### src/rtl/srf_pkg.sv
package srf_pkg;
    localparam int COEF_FRAC = 14;
    localparam int C_FULL    = 13378;   // sqrt(2/3) in Q1.14
    localparam int C_HALF    = 6689;    // sqrt(2/3)/2 in Q1.14
    localparam int C_ROOT    = 11585;   // sqrt(1/2) in Q1.14

    typedef enum logic [2:0] {
        ST_IDLE,
        ST_AXES,
        ST_ROTATE,
        ST_SMOOTH,
        ST_UNROTATE,
        ST_PHASES
    } srf_state_t;
endpackage

### src/rtl/srf_rndsat.sv
module srf_rndsat #(
    parameter int IN_W  = 32,
    parameter int OUT_W = 14,
    parameter int FRAC  = 14
) (
    input  logic signed [IN_W-1:0]  x,
    output logic signed [OUT_W-1:0] y
);
    localparam int EW = IN_W + 1;
    localparam logic signed [EW-1:0] MAXV = EW'((64'sd1 <<< (OUT_W - 1)) - 64'sd1);
    localparam logic signed [EW-1:0] MINV = ~MAXV;

    logic signed [EW-1:0] xe;
    logic signed [EW-1:0] t;

    assign xe = {x[IN_W-1], x};

    generate
        if (FRAC > 0) begin : g_round
            localparam logic signed [EW-1:0] HALF = EW'(64'sd1 <<< (FRAC - 1));
            assign t = (xe + HALF) >>> FRAC;
        end else begin : g_pass
            assign t = xe;
        end
    endgenerate

    always_comb begin
        if (t > MAXV)
            y = MAXV[OUT_W-1:0];
        else if (t < MINV)
            y = MINV[OUT_W-1:0];
        else
            y = t[OUT_W-1:0];
    end
endmodule

### src/rtl/srf_lpf.sv
module srf_lpf #(
    parameter int IW    = 14,
    parameter int SHIFT = 4
) (
    input  logic                 clk,
    input  logic                 rst,
    input  logic                 en,
    input  logic signed [IW-1:0] x,
    output logic signed [IW-1:0] y
);
    localparam int AW = IW + SHIFT + 1;

    logic signed [AW-1:0] acc;
    logic signed [AW-1:0] xe;

    assign xe = {{(SHIFT + 1){x[IW-1]}}, x};

    // acc holds y scaled by 2^SHIFT; the floor shift leaves no residue at steady state
    always_ff @(posedge clk) begin
        if (rst)
            acc <= '0;
        else if (en)
            acc <= acc + xe - (acc >>> SHIFT);
    end

    assign y = acc[SHIFT+IW-1:SHIFT];
endmodule

### src/rtl/srf_ref_gen.sv
module srf_ref_gen #(
    parameter int DW        = 12,
    parameter int TW        = 16,
    parameter int LPF_SHIFT = 4
) (
    input  logic                 clk,
    input  logic                 rst,
    input  logic                 smp_stb,
    input  logic signed [DW-1:0] ld_a,
    input  logic signed [DW-1:0] ld_b,
    input  logic signed [DW-1:0] ld_c,
    input  logic signed [TW-1:0] ang_sin,
    input  logic signed [TW-1:0] ang_cos,
    input  logic signed [DW-1:0] dc_corr,
    output logic signed [DW-1:0] ref_a,
    output logic signed [DW-1:0] ref_b,
    output logic signed [DW-1:0] ref_c,
    output logic                 ref_vld
);
    import srf_pkg::*;

    localparam int IW = DW + 2;
    localparam int PW = TW + IW + 2;
    localparam logic signed [PW-1:0] KF = PW'(C_FULL);
    localparam logic signed [PW-1:0] KH = PW'(C_HALF);
    localparam logic signed [PW-1:0] KR = PW'(C_ROOT);

    srf_state_t state, nxt;
    logic       accept;

    logic signed [DW-1:0] cap_a, cap_b, cap_c, cap_dc;
    logic signed [TW-1:0] cap_sin, cap_cos;
    logic signed [IW-1:0] ds_r, qs_r, de_r, df_r, qf_r;

    logic signed [PW-1:0] ds_sum, qs_sum, de_sum, df_sum, qf_sum;
    logic signed [IW-1:0] ds_sat, qs_sat, de_sat, df_sat, qf_sat;
    logic signed [IW-1:0] lpf_y, dcmd;
    logic signed [IW:0]   dcmd_sum;
    logic signed [PW-1:0] ph_sum [3];
    logic signed [DW-1:0] ph_sat [3];

    assign accept = (state == ST_IDLE) && smp_stb;

    // state register
    always_ff @(posedge clk) begin
        if (rst)
            state <= ST_IDLE;
        else
            state <= nxt;
    end

    always_comb begin
        unique case (state)
            ST_IDLE:     nxt = smp_stb ? ST_AXES : ST_IDLE;
            ST_AXES:     nxt = ST_ROTATE;
            ST_ROTATE:   nxt = ST_SMOOTH;
            ST_SMOOTH:   nxt = ST_UNROTATE;
            ST_UNROTATE: nxt = ST_PHASES;
            ST_PHASES:   nxt = ST_IDLE;
            default:     nxt = ST_IDLE;
        endcase
    end

    // arithmetic per stage
    always_comb begin
        ds_sum   = KF * PW'(cap_a) - KH * PW'(cap_b) - KH * PW'(cap_c);
        qs_sum   = KR * PW'(cap_b) - KR * PW'(cap_c);
        de_sum   = PW'(cap_cos) * PW'(ds_r) + PW'(cap_sin) * PW'(qs_r);
        dcmd_sum = (IW+1)'(lpf_y) + (IW+1)'(cap_dc);
        df_sum   = PW'(cap_cos) * PW'(dcmd);
        qf_sum   = PW'(cap_sin) * PW'(dcmd);
        ph_sum[0] = KF * PW'(df_r);
        ph_sum[1] = KR * PW'(qf_r) - KH * PW'(df_r);
        ph_sum[2] = -(KH * PW'(df_r)) - KR * PW'(qf_r);
    end

    srf_rndsat #(.IN_W(PW), .OUT_W(IW), .FRAC(COEF_FRAC)) u_ds (.x(ds_sum), .y(ds_sat));
    srf_rndsat #(.IN_W(PW), .OUT_W(IW), .FRAC(COEF_FRAC)) u_qs (.x(qs_sum), .y(qs_sat));
    srf_rndsat #(.IN_W(PW), .OUT_W(IW), .FRAC(COEF_FRAC)) u_de (.x(de_sum), .y(de_sat));
    srf_rndsat #(.IN_W(IW+1), .OUT_W(IW), .FRAC(0))       u_dc (.x(dcmd_sum), .y(dcmd));
    srf_rndsat #(.IN_W(PW), .OUT_W(IW), .FRAC(COEF_FRAC)) u_df (.x(df_sum), .y(df_sat));
    srf_rndsat #(.IN_W(PW), .OUT_W(IW), .FRAC(COEF_FRAC)) u_qf (.x(qf_sum), .y(qf_sat));

    generate
        for (genvar p = 0; p < 3; p++) begin : g_phase
            srf_rndsat #(.IN_W(PW), .OUT_W(DW), .FRAC(COEF_FRAC)) u_ph (
                .x(ph_sum[p]),
                .y(ph_sat[p])
            );
        end
    endgenerate

    srf_lpf #(.IW(IW), .SHIFT(LPF_SHIFT)) u_lpf (
        .clk (clk),
        .rst (rst),
        .en  (state == ST_SMOOTH),
        .x   (de_r),
        .y   (lpf_y)
    );

    // outputs and stage registers
    always_ff @(posedge clk) begin
        if (rst) begin
            cap_a <= '0; cap_b <= '0; cap_c <= '0; cap_dc <= '0;
            cap_sin <= '0; cap_cos <= '0;
            ds_r <= '0; qs_r <= '0; de_r <= '0; df_r <= '0; qf_r <= '0;
            ref_a <= '0; ref_b <= '0; ref_c <= '0;
            ref_vld <= 1'b0;
        end else begin
            ref_vld <= 1'b0;
            unique case (state)
                ST_IDLE: begin
                    if (smp_stb) begin
                        cap_a   <= ld_a;
                        cap_b   <= ld_b;
                        cap_c   <= ld_c;
                        cap_sin <= ang_sin;
                        cap_cos <= ang_cos;
                        cap_dc  <= dc_corr;
                    end
                end
                ST_AXES: begin
                    ds_r <= ds_sat;
                    qs_r <= qs_sat;
                end
                ST_ROTATE:   de_r <= de_sat;
                ST_SMOOTH:   ;
                ST_UNROTATE: begin
                    df_r <= df_sat;
                    qf_r <= qf_sat;
                end
                ST_PHASES: begin
                    ref_a   <= ph_sat[0];
                    ref_b   <= ph_sat[1];
                    ref_c   <= ph_sat[2];
                    ref_vld <= 1'b1;
                end
                default: ;
            endcase
        end
    end
endmodule

### config.mk
export PLATFORM = sky130hd
export DESIGN_NAME = srf_ref_gen
export DESIGN_NICKNAME = d
export VERILOG_FILES = /design/src/rtl/srf_pkg.sv /design/src/rtl/srf_rndsat.sv /design/src/rtl/srf_lpf.sv /design/src/rtl/srf_ref_gen.sv
export SDC_FILE = /design/constraint.sdc
export NUM_CORES = 2
export LEC_CHECK = 0
export CORE_ASPECT_RATIO = 0.7
export CORE_MARGIN = 4
export CORE_UTILIZATION = 60
export CTS_CLUSTER_DIAMETER = 60
export DETAILED_ROUTE_END_ITERATION = 7
export PLACE_DENSITY_LB_ADDON = 0.3
export SLEW_MARGIN = 20
export SYNTH_ARGS = -nofsm -noshare
export SYNTH_HDL_FRONTEND = slang
export SYNTH_HIERARCHICAL = 1
export SYNTH_SLANG_ARGS = --single-unit
### constraint.sdc
create_clock -name clk -period 9.4 [get_ports clk]
set_clock_uncertainty 0.05 [all_clocks]
set_input_delay 1.88 -clock clk [delete_from_list [all_inputs] [get_ports clk]]
set_output_delay 1.88 -clock clk [all_outputs]
set_load 0.01 [all_outputs]
* Yosys cells after proc, flatten, opt, wreduce, memory -nomap -nowiden *
Cells that the tools add are included.

word-level totals
  output and inout port bits = 37
  register bits = 209
  input port bits = 83

cells by class
  add/subtract/negate cells = 18
  multiplexer cells = 21
  reductions and logical operators = 2
  equal/unequal tests = 5
  $mul = 12
  magnitude comparators = 18

operators by type and width
  cell                      count
  $mux W14                  12
  $mul A16 B14 Y30          4
  $add A30 B15 Y31 const B  3
  $mul A14 B12 Y26 const A  3
  $mux W12                  6
  $add A29 B15 Y30 const B  2
  $mul A14 B14 Y28 const A  2
  $mul A15 B12 Y27 const A  2
  $gt A19 B12 Y1 const B    2
  $lt A19 B12 Y1 const B    2
  $gt A17 B14 Y1 const B    2
  $lt A17 B14 Y1 const B    2
  $add A32 B15 Y33 const B  1
  $add A31 B15 Y32 const B  1
  $neg A28 Y32              1
  $sub A32 B29 Y32          1
  $add A30 B30 Y31          1
  $gt A15 B14 Y1 const B    2
  $lt A15 B14 Y1 const B    2
  $sub A29 B28 Y30          1
  $add A28 B15 Y29 const B  1
  $mul A15 B14 Y29 const A  1
  $sub A28 B26 Y29          1
  $sub A27 B26 Y28          1
  other kinds (17)          20

* Logic depth before layout (Yosys ltp) *
  word-level depth = 9
  mapped depth = 48

* Hierarchy *
The synthesis kept the hierarchy.

by module, submodules not included
  module                             seq. area each (um^2)  area an instance (um^2)  times used  cells an instance
  srf_ref_gen                        3,803.6                63,081.8                 1           6,938
  srf_rndsat at u_de ...             0.0                    715.7                    5           100
  srf_lpf                            380.4                  2,275.9                  1           282
  srf_rndsat at g_phase[0].u_ph ...  0.0                    573.0                    3           75
  srf_rndsat at u_dc                 0.0                    168.9                    1           17

* Worst setup path before layout *
OpenSTA, ideal clock, no wires.

  kind = register to register
  from = register u_lpf.acc[5]
  to = register df_r[4]
  data arrival time = 10.064 ns
  stages on the path, launching flop included = 42
  required time = 9.280 ns
  path slack = -0.784 ns
  path buffers = 4
  path through = dfxtp_1 > buf_4 > ha_1 > a21o_1 > a21oi_2 > o21ai_1 > a211oi_2 > o31ai_1 > or4_1 > a31o_2 > a21oi_1 > xnor2_1 > buf_4 > maj3_2 > clkbuf_1 > nand2_1 > fa_1 > inv_1 > [6 not listed] > fa_1 > ha_1 > a21o_1 > a211oi_2 > o2bb2ai_1 > a2111o_1 > a21oi_1 > o41ai_2 > o311ai_1 > a21oi_1 > xnor2_1 > inv_1 > a31oi_1 > clkbuf_1 > nor3_1 > a211oi_2 > nand2_1 > a21oi_1

between the ends
  cells in the longest elaborated chain, start to end = 9
  elaborated cells on any way between the ends = 11

ends and longest elaborated chain
  what                    RTL line            text
  from (decl)             srf_lpf.sv:13       logic signed [AW-1:0] acc;
  from (signal assigned)  srf_lpf.sv:23       acc <= acc + xe - (acc >>> SHIFT);
  $add A14 B12 Y15 *      srf_ref_gen.sv:69   dcmd_sum = (IW+1)'(lpf_y) + (IW+1)'(cap_dc);
  named net dcmd_sum[13]  srf_ref_gen.sv:38   logic signed [IW:0] dcmd_sum;
  $lt A15 B14 Y1          srf_rndsat.sv:30    else if (t < MINV)
  $mux W14                srf_rndsat.sv:30
  $mux W14 *              srf_rndsat.sv:28    if (t > MAXV)
  named net dcmd[4]       srf_ref_gen.sv:37   logic signed [IW-1:0] lpf_y, dcmd;
  $mul A16 B14 Y30 *      srf_ref_gen.sv:70   df_sum = PW'(cap_cos) * PW'(dcmd);
  named net df_sum[29]    srf_ref_gen.sv:35   logic signed [PW-1:0] ds_sum, qs_sum, de_sum, df_sum, qf_sum;
  $add A30 B15 Y31 *      srf_rndsat.sv:21    assign t = (xe + HALF) >>> FRAC;
  $lt A17 B14 Y1          srf_rndsat.sv:30
  $mux W14                srf_rndsat.sv:30
  $mux W14 *              srf_rndsat.sv:28
  named net df_sat[4]     srf_ref_gen.sv:36   logic signed [IW-1:0] ds_sat, qs_sat, de_sat, df_sat, qf_sat;
  to (signal assigned)    srf_ref_gen.sv:129  df_r <= df_sat;
  to (decl)               srf_ref_gen.sv:33   logic signed [IW-1:0] ds_r, qs_r, de_r, df_r, qf_r;

The timed path passes the listed nets; every way through them passes the cells marked *.
A chain may end at the register's enable or synchronous reset.

* Final worst setup path *
  from = register cap_dc[1]
  to = register df_r[11]

between the ends
  cells in the longest elaborated chain, start to end = 9
  elaborated cells on any way between the ends = 11

ends and longest elaborated chain
  what                    RTL line            text
  from (decl)             srf_ref_gen.sv:31   logic signed [DW-1:0] cap_a, cap_b, cap_c, cap_dc;
  from (signal assigned)  srf_ref_gen.sv:119  cap_dc <= dc_corr;
  $add A14 B12 Y15 *      srf_ref_gen.sv:69
  named net dcmd_sum[13]  srf_ref_gen.sv:38
  $lt A15 B14 Y1          srf_rndsat.sv:30
  $mux W14                srf_rndsat.sv:30
  $mux W14 *              srf_rndsat.sv:28
  named net dcmd[3]       srf_ref_gen.sv:37
  $mul A16 B14 Y30 *      srf_ref_gen.sv:70
  named net df_sum[27]    srf_ref_gen.sv:35
  $add A30 B15 Y31 *      srf_rndsat.sv:21
  $lt A17 B14 Y1          srf_rndsat.sv:30
  $mux W14                srf_rndsat.sv:30
  $mux W14 *              srf_rndsat.sv:28
  named net df_sat[11]    srf_ref_gen.sv:36

Marks and branches as above.

==> metrics.cfg <==
[setup_path]
startpoint_type = register
critical_path_class = register to register
arrival_ns = 10.46
cp_slowest_cell = fa_1
worstPathMaxFanout = 8
crit_top_cell = fa_1
critPathRequiredTime_ns = 9.79
max_stage_delay_ns = 0.58
crit_buf_inv = 4
path_delay_family = adder cells
cp-end-kind = register

[routing]
drt_iter0_drc = 4781
routedWlPerCell_um = 19.94
drtAntennaViolNets = 0
first_pass_iters = 6
drcViolationCount = 0
vias = 55459
viasPerCell = 5.653
finalWirelength_mm = 195.7

[die]
dieHeight_um = 293.3
core-area_um2 = 115200
io_pins = 120
die-area_um2 = 121900
start_util_pct = 60.57
fp.dieW_um = 415.5
rows = 104

[placement]
placedCellCount = 9679
place_area_um2 = 75870
hpwl_mm = 162.5
dp_slack_ns = -0.8274
gp_congestion = 0.9568
portBuffers = 119

[sta]
setup_ws_ns = -0.6689
tightest_slew_ns = 1.129
post-route-period-util_pct = 107.1
setup_viol = 28
final_hold_viol_count = 0
maxSlewHeadroom_pct = 24.76
max_clock_freq_mhz = 99.32
period_minus_slack_ns = 10.07
rsz0062_at_grt = true
drv_slew = 0

[worst_hold_path]
hold_path_class = register to register

[grt]
grt_pass1_wl_mm = 313.8
grt_max_degree = 99
grt_overflow_total = 0
antenna_found_initial = 2
track_usage_pct = 32.40
grt_pass1_vias = 58737

[finish]
nNetsFinal = 10601
fin_area_um2 = 79150
drive_gt1_share_pct = 13.60
stdcell_count = 9811
diodes = 0
fillers = 8859
areaGrowthSynthToFinish_pct = 13.48
final_core_util_pct = 68.73

[status]
status = complete, but fails checks
violations = negative setup slack

[clock_network]
clock-root-buffer = clkbuf_16
ctsHoldBuffers = 0
clk_latency_ns = 0.63
cts.path.max_buffers = 3
clk_transition_reported_paths_ns = 0.06
cts.sinks = 209
numCtsBuffers = 34
cts_tree = yes
cts_max_level = 2

[synth]
synthCells = 7798
syn-cell-area_um2 = 69750
syn_area_per_cell_um2 = 8.944
syn_nets = 10151
yosys_warnings = 6

[flow_run]
drv_cap = 0

==> worst min-delay path, delay by kind of cell, from the launching register on <==
family | cells | cell delay, ns
AO/OA/AOI/OAI | 1 | 0.05
flip-flops | 1 | 0.31
AND/OR/NAND/NOR | 1 | 0.05
==> worst paths after layout <==
check	start	endpoint	slack, ns	depth (start not counted)
worst min-delay path	ref_c[7]	ref_c[7]	0.40	2
worst max register to register	cap_dc[1]	df_r[11]	-0.67	37
worst min register to register	ref_c[7]	ref_c[7]	0.40	2
worst max-delay path	cap_dc[1]	df_r[11]	-0.67	37
==> metrics by stage <==
stage	TNS, ns	hold WS [ns]
after floorplan	-1.389	0.3863
after global placement	-13.30	0.3945
after detailed placement	-21.39	0.3984
after CTS	-12.70	0.4065
after global routing	-28.64	0.4216
final	-16.11	0.4042
==> sequential cells by signal (all words and copies together) (netlist names) <==
name	cells
u_lpf/acc	19
cap_cos	16
cap_sin	16
de_r	14
df_r	14
ds_r	14
qf_r	14
qs_r	14
cap_a	12
cap_b	12
cap_c	12
cap_dc	12
ref_a	12
ref_b	12
ref_c	12
state	3
ref_vld	1
==> what timing repair did <==
action | CTS | global route
resized for setup | 85 | 271
endpoints found under the hold margin | 0 | 0
gates cloned | 6 | 3
setup buffers | 29 | 38
pin swaps | 35 | 130
setup endpoints to repair | 53 | 78
==> placed cells by master (no fill, tap or decap), drive strengths merged, types with 209 or more instances in the layout <==
| cell | instances |
|---|---|
| buf | 590 |
| ha | 978 |
| nor2 | 254 |
| fa | 1292 |
| a21oi | 364 |
| xnor2 | 228 |
| nand2 | 986 |
| inv | 1645 |
| and2 | 356 |
| dfxtp | 209 |
==> layer usage <==
layer  part of all wire, %  vias up  track usage [%]
met3                    12      287            10.97
met1                    44    27467            47.11
li1                      -    25225                -
met4                   2.5        4            7.820
met2                    41     2476            46.64
met5                 0.041        -           0.4237
==> final cells by class <==
class | count | area (µm²) | area share (%)
clock buffers | 38 | 885.9 | 1.119
well taps | 1537 | 1923 | 2.430
inverters | 1642 | 6168 | 7.793
flip-flops and latches | 209 | 4254 | 5.375
multi-input cells | 5652 | 59610 | 75.32
repair buffers | 709 | 6007 | 7.590
clock inverters | 24 | 295.3 | 0.3731
Power is not shown: default switching activity piles up to over one toggle a cycle in this logic, so the estimate is an artifact.
